--- src/rtl/bcd_ctr_pkg.sv ---
package bcd_ctr_pkg;

    // Operation selected for the next clock edge (clear is handled asynchronously)
    typedef enum logic [1:0] {
        OP_HOLD = 2'd0,
        OP_LOAD = 2'd1,
        OP_STEP = 2'd2
    } bcd_op_e;

endpackage

--- src/rtl/bcd_ctr_ctrl.sv ---
module bcd_ctr_ctrl
    import bcd_ctr_pkg::*;
(
    input  logic    load_n,
    input  logic    en_count,
    input  logic    en_chain,
    output bcd_op_e op
);

    // Load wins over counting; counting needs both enables
    always_comb begin
        if (!load_n) begin
            op = OP_LOAD;
        end else if (en_count && en_chain) begin
            op = OP_STEP;
        end else begin
            op = OP_HOLD;
        end
    end

endmodule

--- src/rtl/bcd_ctr_next.sv ---
module bcd_ctr_next
    import bcd_ctr_pkg::*;
#(
    parameter int DIGIT_W = 4,
    parameter int LAST    = 9
) (
    input  bcd_op_e              op,
    input  logic [DIGIT_W-1:0]   cur,
    input  logic [DIGIT_W-1:0]   load_val,
    output logic [DIGIT_W-1:0]   nxt
);

    localparam logic [DIGIT_W-1:0] LAST_V = DIGIT_W'(LAST);
    localparam logic [DIGIT_W-1:0] ONE_V  = DIGIT_W'(1);

    logic [DIGIT_W-1:0] stepped;

    // The last legal value and every illegal code fold back to zero
    always_comb begin
        if (cur >= LAST_V) begin
            stepped = '0;
        end else begin
            stepped = cur + ONE_V;
        end
    end

    always_comb begin
        case (op)
            OP_LOAD: nxt = load_val;
            OP_STEP: nxt = stepped;
            default: nxt = cur;
        endcase
    end

endmodule

--- src/rtl/bcd_ctr_term.sv ---
module bcd_ctr_term #(
    parameter int DIGIT_W = 4,
    parameter int LAST    = 9
) (
    input  logic [DIGIT_W-1:0] cur,
    input  logic               en_chain,
    output logic               term
);

    localparam logic [DIGIT_W-1:0] LAST_V = DIGIT_W'(LAST);

    assign term = en_chain && (cur == LAST_V);

endmodule

--- src/rtl/bcd_ctr.sv ---
module bcd_ctr
    import bcd_ctr_pkg::*;
#(
    parameter int DIGIT_W = 4,
    parameter int LAST    = 9
) (
    input  logic               clk,
    input  logic               clr_n,
    input  logic               load_n,
    input  logic [DIGIT_W-1:0] load_val,
    input  logic               en_count,
    input  logic               en_chain,
    output logic [DIGIT_W-1:0] count,
    output logic               term
);

    typedef struct packed {
        logic [DIGIT_W-1:0] val;
    } state_t;

    state_t             st_d;
    state_t             st_q;
    bcd_op_e            op;
    logic [DIGIT_W-1:0] nxt_val;

    bcd_ctr_ctrl u_ctrl (
        .load_n   (load_n),
        .en_count (en_count),
        .en_chain (en_chain),
        .op       (op)
    );

    bcd_ctr_next #(
        .DIGIT_W (DIGIT_W),
        .LAST    (LAST)
    ) u_next (
        .op       (op),
        .cur      (st_q.val),
        .load_val (load_val),
        .nxt      (nxt_val)
    );

    bcd_ctr_term #(
        .DIGIT_W (DIGIT_W),
        .LAST    (LAST)
    ) u_term (
        .cur      (st_q.val),
        .en_chain (en_chain),
        .term     (term)
    );

    always_comb begin
        st_d     = st_q;
        st_d.val = nxt_val;
    end

    always_ff @(posedge clk or negedge clr_n) begin
        if (!clr_n) begin
            st_q <= '0;
        end else begin
            st_q <= st_d;
        end
    end

    assign count = st_q.val;

endmodule

--- config.mk ---
export PLATFORM = sky130hd
export DESIGN_NAME = bcd_ctr
export DESIGN_NICKNAME = d
export VERILOG_FILES = /design/src/rtl/bcd_ctr_pkg.sv /design/src/rtl/bcd_ctr_ctrl.sv /design/src/rtl/bcd_ctr_next.sv /design/src/rtl/bcd_ctr_term.sv /design/src/rtl/bcd_ctr.sv
export SDC_FILE = /design/constraint.sdc
export NUM_CORES = 1
export LEC_CHECK = 0
export BUFFER_PORTS_ARGS = -buffer_cell sky130_fd_sc_hd__buf_2
export CORE_AREA = 4 4 41 43
export CTS_CLUSTER_DIAMETER = 120
export DETAILED_ROUTE_END_ITERATION = 6
export DIE_AREA = 0 0 45 47
export HOLD_SLACK_MARGIN = 0.02
export PLACE_DENSITY = 0.45
export SLEW_MARGIN = 20
export SYNTH_ARGS = -nofsm -noshare
export SYNTH_HDL_FRONTEND = slang
export SYNTH_HIERARCHICAL = 1
export SYNTH_SLANG_ARGS = --single-unit
--- constraint.sdc ---
create_clock -name clk -period 1.27 [get_ports clk]
set_input_delay 0.127 -clock clk [delete_from_list [all_inputs] [get_ports clk]]
set_output_delay 0.127 -clock clk [all_outputs]
set_load 0.05 [all_outputs]
==> summary.md <==
| Metric | Value |
|---|---|
| Antenna diodes | 0 |
| RSZ-0062 raised after global routing | true |
| Site Rows | 13 |
| Setup ws final | -0.0751 ns |
| Clock Latency Late Sink | 0.24 ns |
| Top cells by area, synth | dfrtp_1, ha_1, inv_1 |
| Drt drc | 0 |
| CP arrival | 1.46 ns |
| Crit Path Class | register to register |
| Clk slew on worst S/H paths | 0.04 ns |
| Chip width | 45 µm |
| Max reg flops | 4 |
| Failing checks | setup timing |
| Remaining global-route overflow | 0 |
| Total GRT Usage | 11.6% |
| Sequential fraction of the synthesis area | 30.1% |
| Setup crit start | count[0] |
| Slew margin rel. | 80.3% |
| Core Box Area | 1300 µm² |
| Minimum clock period | 1.35 ns |
| Mapped Cells | 38 |
| Max FO, Critical Path | 4 |
| Avg Inst Size Synth | 8.76 µm² |
| Outcome | finished with violations |
| DR vias | 359 |
| First DRT Iteration DRCs | 4 |
| Cts bufs inserted | 3 |
| Final WL | 977 µm |
| WP data required | 1.39 ns |
| F_max | 0.743 GHz |
| Worst Hold Path Cells | 2 |
| Fill cell count | 131 |
| Initial Util | 25.6% |
| Min-delay src | load_val[2] |
| Final period util | 106% |
| Crit Reg-Reg Startpoint | count[0] |
| Die area | 2120 µm² |
| RD Place Congestion | 0.687 |
| Worst R2R Path Depth | 4 |
| Largest area contributor in the netlist | dfrtp_1 |
| Router iterations before antenna repair | 3 |
| Routed wire per std cell | 12.1 µm |
| Worst setup SP type | register |
| I/O pin total | 14 |
| Power Density | 1020 nW/µm² |
| Pleak | 0.301 nW |
| Clk buf depth | 2 |
| H-tree depth | 1 |
| Fin. Hold Viols | 0 |
| Post-route ant nets | 0 |
| Synth cell types | 17 |
| # port buffers | 13 |
| HPWL Detailed | 738 µm |
| Top cell type's share of synthesized area | 30.1% |
| Cell area after synthesis | 333 µm² |
| Initial antenna violation count | 0 |
| Largest net degree at the start of global routing | 8 |
| Final Max Slew Viols | 0 |
| Final setup fails | 4 |
| Clock sinks | 4 |
| Hold Crit Class | input pin to register |
| Measured slew at the worst slew-check pin | 0.295 ns |
| CTS tree | done |
| Worst vdd ir | 358 µV |
| Pre-CTS WS | -0.168 ns |
| Max cap viols | 0 |
| Vias in the first global route | 417 |
| DR vias/cell | 4.43 |
| Layout cells sized above 1 | 59.1% |
| #FFs+latches synth | 4 |
| First-pass GRT wire length | 1700 µm |
| Root buffer cell | clkbuf_4 |
| Net count, final | 81 |
| Warnings from Yosys | 6 |
| Die height | 47 µm |
| Area Growth Syn to Fin | 89.1% |
| Critical Path End Type | register |
| WHS | 0.124 ns |
| Synth Net Count | 52 |
| Final worst clock skew | 0.00501 ns |
[layout make-up]
cell class / count / area [µm²] / area share (%)
Sequential cell: 4 / 110 / 17.5
Inverter: 8 / 32.5 / 5.17
Tap cell: 15 / 18.8 / 2.98
Multi-Input combinational cell: 26 / 263 / 41.7
Timing Repair Buffer: 24 / 179 / 28.4
Clock buffer: 4 / 26.3 / 4.17
[per-stage QoR]
stage / power [W] / setup TNS (ns) / cell area (µm²) / cells / util, %
after global placement: 0.000390 / -0.306 / 505 / 73 / 38.8
after global routing: 0.000683 / -0.408 / 629 / 81 / 48.4
after CTS: 0.000647 / -0.246 / 623 / 81 / 47.9
final: 0.000640 / -0.150 / 629 / 81 / 48.4
after floorplan: 0.000308 / -0.114 / 369 / 38 / -
after detailed placement: 0.000389 / -0.335 / 505 / 73 / 38.8
[cell usage after synthesis]
master and number:
inv_1 8, ha_1 5, dfrtp_1 4, o21ai_0 4, a22oi_1 3, nand3_1 2, nor3b_1 2, a221o_1 1
and2_1 1, and3_1 1, and3b_1 1, nand4_1 1, nand4b_1 1, nor2_1 1, nor2b_1 1, nor2b_2 1
o21a_1 1
[power by group]
part,internal [W],switching [W]
sequential,0.000150,0.0000234
clock,0.000118,0.0000592
combinational,0.000132,0.000157
total,0.000401,0.000240
[cell families (layout without fill, tap and decap cells)]
kind of cell	after synthesis	count (layout)	share of synthesized area (%)
buf+inv	8	36	9.02
compound gates	9	9	18.0
flops	4	4	30.1
fa+ha+maj	5	5	18.8
simple gates	12	12	24.1
[critical path: stages, from the launching register on]
cell	delay, ns
dfrtp_4	0.49
buf_12	0.15
ha_4	0.15
and3b_1	0.15
a221o_1	0.28
[layer usage]
metal  global-route usage (%)  vias to the layer above  share of wire, %
met5                        0                        -                 0
met4                     12.3                        0               1.4
met3                    0.383                        2               5.5
met2                     19.5                       14                46
met1                     12.6                      153                47
li1                         -                      190                 -
[path summary, 6_finish.rpt]
check	endpoint	slack [ns]
max	count[2]	-0.08
min	count[2]	0.12
max reg2reg	count[2]	-0.08
min reg2reg	count[3]	0.59
max in group asynchronous	count[2]	0.92
min in group asynchronous	count[1]	0.22
[placed cells by master, fill, tap and decap left out, types with 2 or more instances in the layout]
cell	n
buf_4	9
nand3_1	2
ha_4	3
clkbuf_4	3
o21ai_1	2
buf_2	11
dfrtp_2	2
dfrtp_4	2
inv_1	6
ha_1	2
a22oi_1	3
[timing repair]
item | CTS | global route
gates resized for setup | 11 | 3
pin swaps | 7 | 7
setup endpoints to repair | 2 | 6
setup buffers | 3 | 0
endpoints found under the hold margin | 4 | 0
hold buffers | 1 | 0
(Power assumes the default switching activity.)
